$ cat config.mk
export PLATFORM = sky130hd
export DESIGN_NAME = iret_frame_pop
export DESIGN_NICKNAME = d
export VERILOG_FILES = /design/src/rtl/iret_pkg.sv /design/src/rtl/iret_seq.sv /design/src/rtl/iret_capture.sv /design/src/rtl/iret_ss_policy.sv /design/src/rtl/iret_frame_pop.sv
export SDC_FILE = /design/constraint.sdc
export NUM_CORES = 1
export LEC_CHECK = 0
export BUFFER_PORTS_ARGS = -buffer_cell sky130_fd_sc_hd__buf_2
export CAP_MARGIN = 20
export CORE_ASPECT_RATIO = 1.5
export CORE_MARGIN = 2
export CORE_UTILIZATION = 55
export DETAILED_ROUTE_END_ITERATION = 10
export PLACE_DENSITY = 0.78
export SLEW_MARGIN = 20
export SYNTH_ARGS = -nofsm -noshare
export SYNTH_HDL_FRONTEND = slang
export SYNTH_SLANG_ARGS = --single-unit
$ cat constraint.sdc
create_clock -name clk -period 3.79 [get_ports clk]
set_clock_uncertainty 0.05 [all_clocks]
set_input_delay 0.5685 -clock clk [delete_from_list [all_inputs] [get_ports clk]]
set_output_delay 0.5685 -clock clk [all_outputs]
set_load 0.005 [all_outputs]
$ cat src/rtl/iret_pkg.sv
package iret_pkg;

    localparam int WORD_W        = 64;
    localparam int SEL_W         = 16;
    localparam int SLOT_BYTES    = 8;
    localparam int SLOT_SHIFT    = $clog2(SLOT_BYTES);
    localparam int NUM_SLOTS     = 5;
    localparam int SHORT_SLOTS   = 3;
    localparam int SHORT_ADVANCE = SHORT_SLOTS * SLOT_BYTES;

    typedef enum logic [1:0] {
        ST_IDLE,
        ST_READ,
        ST_DONE
    } seq_state_e;

    // Slot order is behaviour: it fixes the stack offsets.
    typedef enum logic [2:0] {
        SLOT_RIP = 3'd0,
        SLOT_CS  = 3'd1,
        SLOT_RFL = 3'd2,
        SLOT_RSP = 3'd3,
        SLOT_SS  = 3'd4
    } slot_e;

    typedef struct packed {
        logic              is64;
        logic [1:0]        cpl;
        logic              tgt64;
        logic [WORD_W-1:0] rsp;
        logic [SEL_W-1:0]  ss;
    } ctx_t;

    typedef struct packed {
        logic [WORD_W-1:0] rip;
        logic [SEL_W-1:0]  cs;
        logic [WORD_W-1:0] rfl;
        logic [WORD_W-1:0] rsp;
        logic [SEL_W-1:0]  ss;
    } frame_t;

    function automatic int slot_width(int idx);
        return (idx == int'(SLOT_CS) || idx == int'(SLOT_SS)) ? SEL_W : WORD_W;
    endfunction

    function automatic logic sel_is_null(logic [SEL_W-1:0] sel);
        return sel[SEL_W-1:2] == '0;
    endfunction

    function automatic logic [1:0] sel_rpl(logic [SEL_W-1:0] sel);
        return sel[1:0];
    endfunction

    function automatic logic null_ss_allowed(logic tgt64, logic [1:0] tcpl);
        return tgt64 && (tcpl != 2'd3);
    endfunction

    function automatic logic needs_full_pop(logic is64, logic [1:0] cur, logic [1:0] tcpl);
        return is64 || (tcpl != cur);
    endfunction

endpackage

$ cat src/rtl/iret_seq.sv
module iret_seq
    import iret_pkg::*;
#(
    parameter int ADDR_W = 64
) (
    input  logic              clk,
    input  logic              rst,
    input  logic              start,
    input  logic [ADDR_W-1:0] base,
    input  logic              rd_ack,
    input  logic              full_pop,
    output logic              rd_req,
    output logic [ADDR_W-1:0] rd_addr,
    output slot_e             slot,
    output logic              accept,
    output logic              last,
    output logic              launch,
    output logic              busy,
    output logic              done
);

    seq_state_e        st_q;
    slot_e             slot_q;
    logic [ADDR_W-1:0] base_q;

    assign launch = start && (st_q == ST_IDLE);
    assign accept = (st_q == ST_READ) && rd_ack;
    assign last   = accept && ((slot_q == SLOT_SS) ||
                               ((slot_q == SLOT_RFL) && !full_pop));

    always_ff @(posedge clk) begin
        if (rst) begin
            st_q   <= ST_IDLE;
            slot_q <= SLOT_RIP;
            base_q <= '0;
        end else begin
            case (st_q)
                ST_IDLE: begin
                    if (start) begin
                        base_q <= base;
                        slot_q <= SLOT_RIP;
                        st_q   <= ST_READ;
                    end
                end
                ST_READ: begin
                    if (last) begin
                        st_q <= ST_DONE;
                    end else if (accept) begin
                        slot_q <= slot_e'(slot_q + 3'd1);
                    end
                end
                ST_DONE: st_q <= ST_IDLE;
                default: st_q <= ST_IDLE;
            endcase
        end
    end

    assign rd_req  = (st_q == ST_READ);
    assign rd_addr = base_q + (ADDR_W'(slot_q) << SLOT_SHIFT);
    assign slot    = slot_q;
    assign busy    = (st_q == ST_READ);
    assign done    = (st_q == ST_DONE);

    // accepted-read counter for the frame-length check
    logic [2:0] acc_cnt_q;
    always_ff @(posedge clk) begin
        if (rst || launch) acc_cnt_q <= '0;
        else if (accept)   acc_cnt_q <= acc_cnt_q + 3'd1;
    end

    p_addr_hold_r2: assert property (@(posedge clk) disable iff (rst)
        (rd_req && !rd_ack) |=> (rd_req && $stable(rd_addr)));

    p_done_single_r9: assert property (@(posedge clk) disable iff (rst)
        done |=> !done);

    p_done_follows_read_r9: assert property (@(posedge clk) disable iff (rst)
        done |-> $past(rd_req && rd_ack));

    p_frame_len_r4: assert property (@(posedge clk) disable iff (rst)
        done |-> (acc_cnt_q == 3'(SHORT_SLOTS) || acc_cnt_q == 3'(NUM_SLOTS)));

endmodule

$ cat src/rtl/iret_capture.sv
module iret_capture
    import iret_pkg::*;
(
    input  logic              clk,
    input  logic              rst,
    input  logic              accept,
    input  slot_e             slot,
    input  logic [WORD_W-1:0] rd_data,
    output frame_t            frame_nx
);

    // One register per slot, sized to what that slot carries.
    // frame_nx overlays the word being accepted this cycle.
    for (genvar g = 0; g < NUM_SLOTS; g++) begin : g_slot
        localparam int W = slot_width(g);
        logic [W-1:0] q;
        logic [W-1:0] nx;
        logic         hit;

        assign hit = accept && (slot == slot_e'(g));

        always_ff @(posedge clk) begin
            if (rst)      q <= '0;
            else if (hit) q <= rd_data[W-1:0];
        end

        assign nx = hit ? rd_data[W-1:0] : q;
    end

    assign frame_nx.rip = g_slot[0].nx;
    assign frame_nx.cs  = g_slot[1].nx;
    assign frame_nx.rfl = g_slot[2].nx;
    assign frame_nx.rsp = g_slot[3].nx;
    assign frame_nx.ss  = g_slot[4].nx;

endmodule

$ cat src/rtl/iret_ss_policy.sv
module iret_ss_policy
    import iret_pkg::*;
(
    input  logic             is64,
    input  logic [1:0]       cur_cpl,
    input  logic             tgt64,
    input  logic [SEL_W-1:0] cs_sel,
    input  logic [SEL_W-1:0] ss_sel,
    output logic             full_pop,
    output logic             ss_fault,
    output logic             ss_load
);

    logic [1:0] tcpl;
    logic       ss_null;

    always_comb begin
        tcpl     = sel_rpl(cs_sel);
        full_pop = needs_full_pop(is64, cur_cpl, tcpl);
        ss_null  = sel_is_null(ss_sel);
        ss_fault = full_pop && ss_null && !null_ss_allowed(tgt64, tcpl);
        ss_load  = full_pop && !ss_null;
    end

endmodule

$ cat src/rtl/iret_frame_pop.sv
module iret_frame_pop
    import iret_pkg::*;
#(
    parameter int ADDR_W = 64
) (
    input  logic              clk,
    input  logic              rst,
    input  logic              start,
    input  logic              cur_is64,
    input  logic [1:0]        cur_cpl,
    input  logic              tgt_code64,
    input  logic [WORD_W-1:0] cur_rsp,
    input  logic [SEL_W-1:0]  cur_ss,
    output logic              rd_req,
    output logic [ADDR_W-1:0] rd_addr,
    input  logic              rd_ack,
    input  logic [WORD_W-1:0] rd_data,
    output logic              busy,
    output logic              done,
    output logic              fault,
    output logic [WORD_W-1:0] out_rip,
    output logic [SEL_W-1:0]  out_cs,
    output logic [WORD_W-1:0] out_rflags,
    output logic [WORD_W-1:0] out_rsp,
    output logic [SEL_W-1:0]  out_ss,
    output logic              ss_load_req
);

    ctx_t   ctx_q;
    frame_t frame_nx;
    slot_e  slot;
    logic   accept, last, launch;
    logic   full_pop, ss_fault, ss_load;

    iret_seq #(.ADDR_W(ADDR_W)) u_seq (
        .clk      (clk),
        .rst      (rst),
        .start    (start),
        .base     (cur_rsp[ADDR_W-1:0]),
        .rd_ack   (rd_ack),
        .full_pop (full_pop),
        .rd_req   (rd_req),
        .rd_addr  (rd_addr),
        .slot     (slot),
        .accept   (accept),
        .last     (last),
        .launch   (launch),
        .busy     (busy),
        .done     (done)
    );

    iret_capture u_cap (
        .clk      (clk),
        .rst      (rst),
        .accept   (accept),
        .slot     (slot),
        .rd_data  (rd_data),
        .frame_nx (frame_nx)
    );

    iret_ss_policy u_pol (
        .is64     (ctx_q.is64),
        .cur_cpl  (ctx_q.cpl),
        .tgt64    (ctx_q.tgt64),
        .cs_sel   (frame_nx.cs),
        .ss_sel   (frame_nx.ss),
        .full_pop (full_pop),
        .ss_fault (ss_fault),
        .ss_load  (ss_load)
    );

    always_ff @(posedge clk) begin
        if (rst) begin
            ctx_q <= '0;
        end else if (launch) begin
            ctx_q.is64  <= cur_is64;
            ctx_q.cpl   <= cur_cpl;
            ctx_q.tgt64 <= tgt_code64;
            ctx_q.rsp   <= cur_rsp;
            ctx_q.ss    <= cur_ss;
        end
    end

    always_ff @(posedge clk) begin
        if (rst) begin
            fault       <= 1'b0;
            out_rip     <= '0;
            out_cs      <= '0;
            out_rflags  <= '0;
            out_rsp     <= '0;
            out_ss      <= '0;
            ss_load_req <= 1'b0;
        end else begin
            fault <= 1'b0;
            if (last) begin
                if (full_pop && ss_fault) begin
                    fault <= 1'b1;
                end else begin
                    out_rip    <= frame_nx.rip;
                    out_cs     <= frame_nx.cs;
                    out_rflags <= frame_nx.rfl;
                    if (full_pop) begin
                        out_rsp     <= frame_nx.rsp;
                        out_ss      <= frame_nx.ss;
                        ss_load_req <= ss_load;
                    end else begin
                        out_rsp     <= ctx_q.rsp + WORD_W'(SHORT_ADVANCE);
                        out_ss      <= ctx_q.ss;
                        ss_load_req <= 1'b0;
                    end
                end
            end
        end
    end

    p_fault_with_done_r8: assert property (@(posedge clk) disable iff (rst)
        fault |-> done);

    p_hold_on_fault_r8: assert property (@(posedge clk) disable iff (rst)
        fault |-> ($stable(out_rip) && $stable(out_rsp) &&
                   $stable(out_ss) && $stable(ss_load_req)));

    p_load_nonnull_r6: assert property (@(posedge clk) disable iff (rst)
        (done && ss_load_req) |-> (out_ss[SEL_W-1:2] != '0));

    p_ctx_hold_r10: assert property (@(posedge clk) disable iff (rst)
        busy |=> $stable(ctx_q));

endmodule

==> impl_metrics.py, run 1 <==
metrics = {
    "outcome": {
        "status": "finished, final reports clean",
    },
    "drt": {
        "remaining_drc_errors": 0,
        "vias": 20900,
        "ant_nets": 0,
        "drt_wl_total_um": 72700,
        "routed_via_density": 5.71,
        "drtPass1Iterations": 6,
        "first_iter_violations": 2030,
        "wl_per_cell_um": 19.8,
    },
    "cells_and_area": {
        "num-fill-cells": 3471,
        "utilization": 0.657,
        "multi_input_area_um2": 10700,
        "nets": 3283,
        "seqCellArea_um2": 10800,
        "layout_commonest_cell": "nand2_1",
        "drive_gt1_frac": 0.196,
        "synthToLayoutAreaGrowth_pct": 17.7,
        "final_cell_mix": "nand2_1, dfxtp_1, buf_2",
        "instances_no_fill": 3669,
        "design_area_um2": 26600,
    },
    "floorplan": {
        "die_w_um": 169,
        "core_area_um2": 40400,
        "initial_utilization": 0.559,
        "dieHeight_um": 252,
        "fp-row-count": 90,
        "dieArea_um2": 42700,
        "io_pins": 445,
    },
    "timing": {
        "worstMarginPinSlew_ps": 895,
        "setup_slack_ps": 146,
        "fin_crit_ps": 3640,
        "fin_crit_sh": 0.962,
        "slew_viol_final": 0,
        "whs_ps": 178,
        "setup_viol": 0,
        "hold_viol": 0,
        "fin_tns_setup_ps": 0,
        "timing.fmax_mhz": 274,
        "slew_headroom": 0.403,
    },
    "synthesis": {
        "ys_seq_area_frac": 0.478,
        "synth_enable_flop_cells": 0,
        "syn-num-nets": 2967,
        "post_synth_instance_area_um2": 22600,
        "ys.flop_type": "dfxtp_1",
        "syn_avg_cell_area_um2": 8.05,
        "synthDistinctLibCells": 59,
        "synth.ff_latch_count": 539,
        "synthArstFlopShare": 0,
        "syn_inst": 2805,
        "synth.yosys.warnings": 0,
    },
    "setup_path": {
        "critPathMaxStageDelay_ps": 410,
        "critPathSlowestCell": "nor4_4",
        "setup.worst_path.class": "reg -> out",
        "cp-end-kind": "output port",
        "path_max_fanout": 6,
        "crit_required_ps": 3170,
        "startpoint_type": "register",
        "worstReg2RegStart": "u_seq.slot[1]$_SDFFE_PP0P_",
        "r2r_cells": 11,
        "worstPathArrival_ps": 3030,
        "startpoint": "u_seq.slot[0]$_SDFFE_PP0P_",
        "path_cells": "ha_2 -> fa_1 -> a21o_1 -> nand4_1 -> nor4_4 -> nand3_2 -> buf_4 -> nor3_1 -> xor2_1 -> buf_2",
    },
    "clock_tree": {
        "clk_pin_slew_ps": 70,
        "htreeDepth": 2,
        "cts_tree": "yes",
        "cts.sinks": 539,
        "cts_root_buf": "clkbuf_16",
        "cts_buffer_depth": 3,
        "clock_latency_ps": 580,
        "ctsHoldBuffers": 0,
        "cts_made_buffers": 48,
    },
    "power": {
        "leakage_nw": 12.0,
        "p_per_area_nw_per_um2": 436,
        "p_total_mw": 11.6,
        "ir_drop_v": 0.000333,
    },
    "global_routing": {
        "grt_pass1_vias": 19900,
        "grt_max_degree": 160,
        "grt_pass1_wl_um": 110000,
        "groute.usage.overall": 0.327,
        "grt_overflow": 0,
        "grt_antenna_before_repair": 4,
    },
    "placed_design": {
        "port_buffers": 444,
        "place_ws_ps": 512,
        "dp_cells": 3573,
        "hpwlAfterDp_um": 50600,
        "gp_congestion": 0.999,
        "dpl-instance-area_um2": 24900,
    },
    "worst_hold_path": {
        "holdPathStages": 3,
        "hp-class": "in -> reg",
        "worstHoldStart": "cur_rsp[14]",
    },
    "job": {
        "drv_cap": 0,
    },
}
worst max-delay path, delay by kind of cell, from the launching register on:
kind | cells | cell delay [ps]
AO/OA/AOI/OAI | 1 | 140
XOR/XNOR | 1 | 220
adder cells (fa/ha/maj) | 2 | 400
buffers and inverters | 2 | 350
flip-flops | 1 | 380
AND/OR/NAND/NOR | 4 | 950
synth_stat cells, drive strengths merged, types with 36 or more instances:
library cell  count  area share
nand4            36       0.013
nand2           960        0.16
dfxtp           539        0.48
buf             103       0.028
xnor2            57       0.022
xor2             61       0.024
mux2i            82       0.036
nand3b          147       0.049
clkbuf          130       0.022
nor2            137       0.023
o211ai           76       0.025
a21oi           314       0.070
power breakdown:
part	internal [mW]	leakage [nW]	total (mW)	switching (mW)
Sequential	5.75	4.36	5.86	0.108
Clock	2.70	0.761	4.88	2.18
Combinational	0.284	6.87	0.839	0.555
Total	8.73	12.0	11.6	2.85
logic make-up (layout without fill, tap and decap cells):
family / Yosys count / in the layout / synth area share
AOI/OAI and AO/OA: 404 / 404 / 0.0992
xor gates and xnor gates: 118 / 118 / 0.0461
adders and majority gates: 10 / 10 / 0.00587
buffers and inverters: 243 / 597 / 0.0515
DFF: 539 / 539 / 0.478
muxes: 83 / 83 / 0.0368
other: 0 / 4 / 0
and+or+nand+nor: 1408 / 1408 / 0.283
what timing repair did:
action                                  in CTS  in global routing
setup buffers                                0                  4
endpoints found under the setup margin       9                 20
pin swaps                                    1                  4
resized for setup                            1                  7
cell type report:
type | instances | area share
Multi-Input combinational cell | 2023 | 0.402
Antenna cell | 4 | 0.000377
Clock buffer | 71 | 0.0523
Clock inverter | 17 | 0.00640
Timing Repair Buffer | 499 | 0.107
Tap cell | 506 | 0.0238
Inverter | 10 | 0.00141
Sequential cell | 539 | 0.406
final timing paths:
path                               to  slack (ps)
min            ctx_q[30]$_SDFFE_PP0P_         180
max                       rd_addr[59]         150
max reg2reg   out_rip[6]$_SDFFE_PP0P_         800
min reg2reg  out_rsp[34]$_SDFFE_PP0P_         400
layer usage:
metal,track usage,vias up,share of wire
met5,0,-,0
met4,0.183,0,0.063
met3,0.0445,236,0.074
met2,0.518,1077,0.46
met1,0.431,9754,0.41
li1,-,9876,-
flip-flops by register name (all words and copies together), names as in the netlist:
name            flops
out_rflags         64
out_rsp            64
fault               1
u_seq.st_q          2
out_rip            64
ss_load_req         1
ctx_q              84
u_seq.slot          3
u_cap.g_slot.q    224
out_cs             16
out_ss             16
Note: power is estimated with default switching activity, not from simulation.
==> run 2, diff against run 1 <==
--- a/config.mk
+++ b/config.mk
@@ -9,9 +9,11 @@
 export CAP_MARGIN = 20
 export CORE_ASPECT_RATIO = 1.5
 export CORE_MARGIN = 2
-export CORE_UTILIZATION = 55
+export CORE_UTILIZATION = 46
+export CTS_CLUSTER_DIAMETER = 30
+export CTS_CLUSTER_SIZE = 30
 export DETAILED_ROUTE_END_ITERATION = 10
-export PLACE_DENSITY = 0.78
+export PLACE_DENSITY = 0.66
 export SLEW_MARGIN = 20
 export SYNTH_ARGS = -nofsm -noshare
 export SYNTH_HDL_FRONTEND = slang
==> run 2 against run 1 <==
Compared with the run above: wire length up 1.7%; sequential share of layout area down 2.2 points; power up 25%; critical path type unchanged; critical path depth down 1; first-iteration DRC count down 24%; final cell count up 6.1%; cell area up 5.8%; critical endpoint is now rd_addr[43]; register-to-register slack better by 90 ps; largest cell class unchanged.
==> impl_metrics.py, run 2 (synthesized netlist as in run 1, its figures left out) <==
metrics = {
    "timing": {
        "worstMarginPinSlew_ps": 973,
        "slew_viol_final": 0,
        "fin_crit_sh": 0.970,
        "setup_viol": 0,
        "timing.fmax_mhz": 272,
        "rsz0062_at_grt": "no",
        "hold_viol": 0,
        "fin_tns_setup_ps": 0,
        "setup_slack_ps": 113,
        "fin_crit_ps": 3680,
        "slew_headroom": 0.349,
    },
    "setup_path": {
        "reg2reg_to": "out_ss[4]$_SDFFE_PP0P_",
        "critPathMaxStageDelay_ps": 410,
        "timing.critical_path.buf_inv": 1,
        "critPathSlowestCell": "nor4_4",
        "startpoint_type": "register",
        "r2r_cells": 9,
        "crit_required_ps": 3170,
        "critPathTopFamily": "simple AND/OR/NAND/NOR gates",
        "setup.worst_path.class": "reg -> out",
        "r2r_setup_slack_ps": 890,
        "worstPathArrival_ps": 3060,
        "path_max_fanout": 6,
        "worstReg2RegStart": "u_seq.st_q[1]$_SDFFE_PP0P_",
        "path_cells": "ha_1 -> fa_1 -> a21o_1 -> nand4_1 -> nor4_4 -> nand3_2 -> nor2_2 -> xor2_1 -> buf_2",
        "cp-end-kind": "output port",
    },
    "floorplan": {
        "dieHeight_um": 275,
        "io_pins": 445,
        "initial_utilization": 0.465,
        "die_w_um": 185,
        "dieArea_um2": 50900,
        "core_area_um2": 48600,
        "fp-row-count": 99,
    },
    "global_routing": {
        "grt_antenna_before_repair": 8,
        "grt_pass1_vias": 19700,
        "grt_max_degree": 116,
        "groute.usage.overall": 0.280,
        "grt_pass1_wl_um": 111000,
        "grt_overflow": 0,
    },
    "placed_design": {
        "port_buffers": 444,
        "dpl-instance-area_um2": 25100,
        "gp_congestion": 1.05,
        "hpwlAfterDp_um": 51500,
        "place_ws_ps": 425,
    },
    "power": {
        "p_total_mw": 14.5,
        "p_per_area_nw_per_um2": 515,
        "leakage_nw": 12.6,
        "ir_drop_v": 0.000308,
    },
    "cells_and_area": {
        "drive_gt1_frac": 0.217,
        "num-fill-cells": 4519,
        "seqCellArea_um2": 10800,
        "final_cell_mix": "nand2_1, dfxtp_1, buf_2",
        "nets": 3319,
        "top_regs": "u_cap.g_slot.q: 224 flops, ctx_q: 84 flops",
        "multi_input_area_um2": 10700,
        "largest_reg_flops": 224,
        "layout_commonest_cell": "nand2_1",
        "design_area_um2": 28100,
        "synthToLayoutAreaGrowth_pct": 24.5,
        "top_register": "u_cap.g_slot.q",
    },
    "drt": {
        "wl_per_cell_um": 19.0,
        "drtPass1Iterations": 5,
        "vias": 20700,
        "remaining_drc_errors": 0,
        "ant_nets": 0,
        "drt_wl_total_um": 73900,
        "first_iter_violations": 1536,
        "routed_via_density": 5.32,
    },
    "outcome": {
        "status": "finished, final reports clean",
    },
    "clock_tree": {
        "cts_made_buffers": 85,
        "cts.sinks": 539,
        "cts_root_buf": "clkbuf_16",
        "ctsHoldBuffers": 0,
        "clock_latency_ps": 610,
        "clk_pin_slew_ps": 60,
        "cts_buffer_depth": 3,
        "htreeDepth": 3,
        "cts_tree": "yes",
    },
    "worst_hold_path": {
        "holdPathStages": 3,
        "worstHoldStart": "cur_rsp[61]",
        "hp-class": "in -> reg",
        "whs_endpoint": "ctx_q[77]$_SDFFE_PP0P_",
    },
    "job": {
        "drv_cap": 0,
    },
}
run 2: cell count changes in the layout (fill, tap and decap cells not counted), moves of 6 or more:
| cell | before | now |
|---|---|---|
| inv_8 | 0 | 6 |
| clkinvlp_4 | 2 | 13 |
| clkbuf_16 | 50 | 87 |
| clkbuf_1 | 15 | 5 |
| inv_6 | 2 | 10 |
| clkinv_4 | 3 | 12 |
run 2: worst max-delay path by stage:
stage               depth (start not counted)  slack (ps)                  startpoint           to
floorplan                                   9         810  u_seq.slot[0]$_SDFFE_PP0P_  rd_addr[63]
global placement                            9         430  u_seq.slot[0]$_SDFFE_PP0P_  rd_addr[43]
detailed placement                          9         430  u_seq.slot[0]$_SDFFE_PP0P_  rd_addr[43]
CTS                                         9          50      ctx_q[25]$_SDFFE_PP0P_  rd_addr[53]
global route                                7           6      ctx_q[51]$_SDFFE_PP0P_  rd_addr[48]
finish                                      9         110  u_seq.slot[0]$_SDFFE_PP0P_  rd_addr[43]
run 2: per-stage QoR:
step / hold slack, ps / std cells / util
final: 144 / 3891 / 0.579
after global routing: 125 / 3891 / 0.579
after CTS: 119 / 3884 / 0.578
after detailed placement: 395 / 3725 / 0.517
after global placement: 389 / 3725 / 0.517
after floorplan: 386 / 2805 / -
run 2: worst min-delay path, delay by kind of cell:
family | cells | cell delay (ps)
buffers and inverters | 1 | 100
AOI/OAI and AO/OA | 1 | 50
and+or+nand+nor | 1 | 40
run 2: per-layer routing:
layer	routed length, um	up-vias	global-route usage
li1	-	9980	-
met1	30600	9726	0.359
met2	34900	846	0.454
met3	5070	152	0.0522
met4	3300	2	0.136
met5	17	-	0
run 2: timing repair:
item | 4_1_cts | 5_1_grt
gates resized for setup | 1 | 11
setup endpoints to repair | 7 | 16
buffers inserted | 1 | 0
pin swaps | 1 | 2
run 2: report_power, final:
group          leakage [nW]  switching, mW  internal [mW]
registers              4.36         0.0973           5.76
clock network          1.40           3.00           4.78
logic                  6.85          0.550          0.281
total                  12.6           3.65           10.8
run 2: area by class of cell:
cell class                      instances  share of cell area
Clock inverter                         60              0.0229
Multi-Input combinational cell       2023               0.381
Timing Repair Buffer                  498              0.0996
Antenna cell                            7            0.000623
Clock buffer                           98              0.0811
Sequential cell                       539               0.384
Tap cell                              656              0.0292
Inverter                               10             0.00134
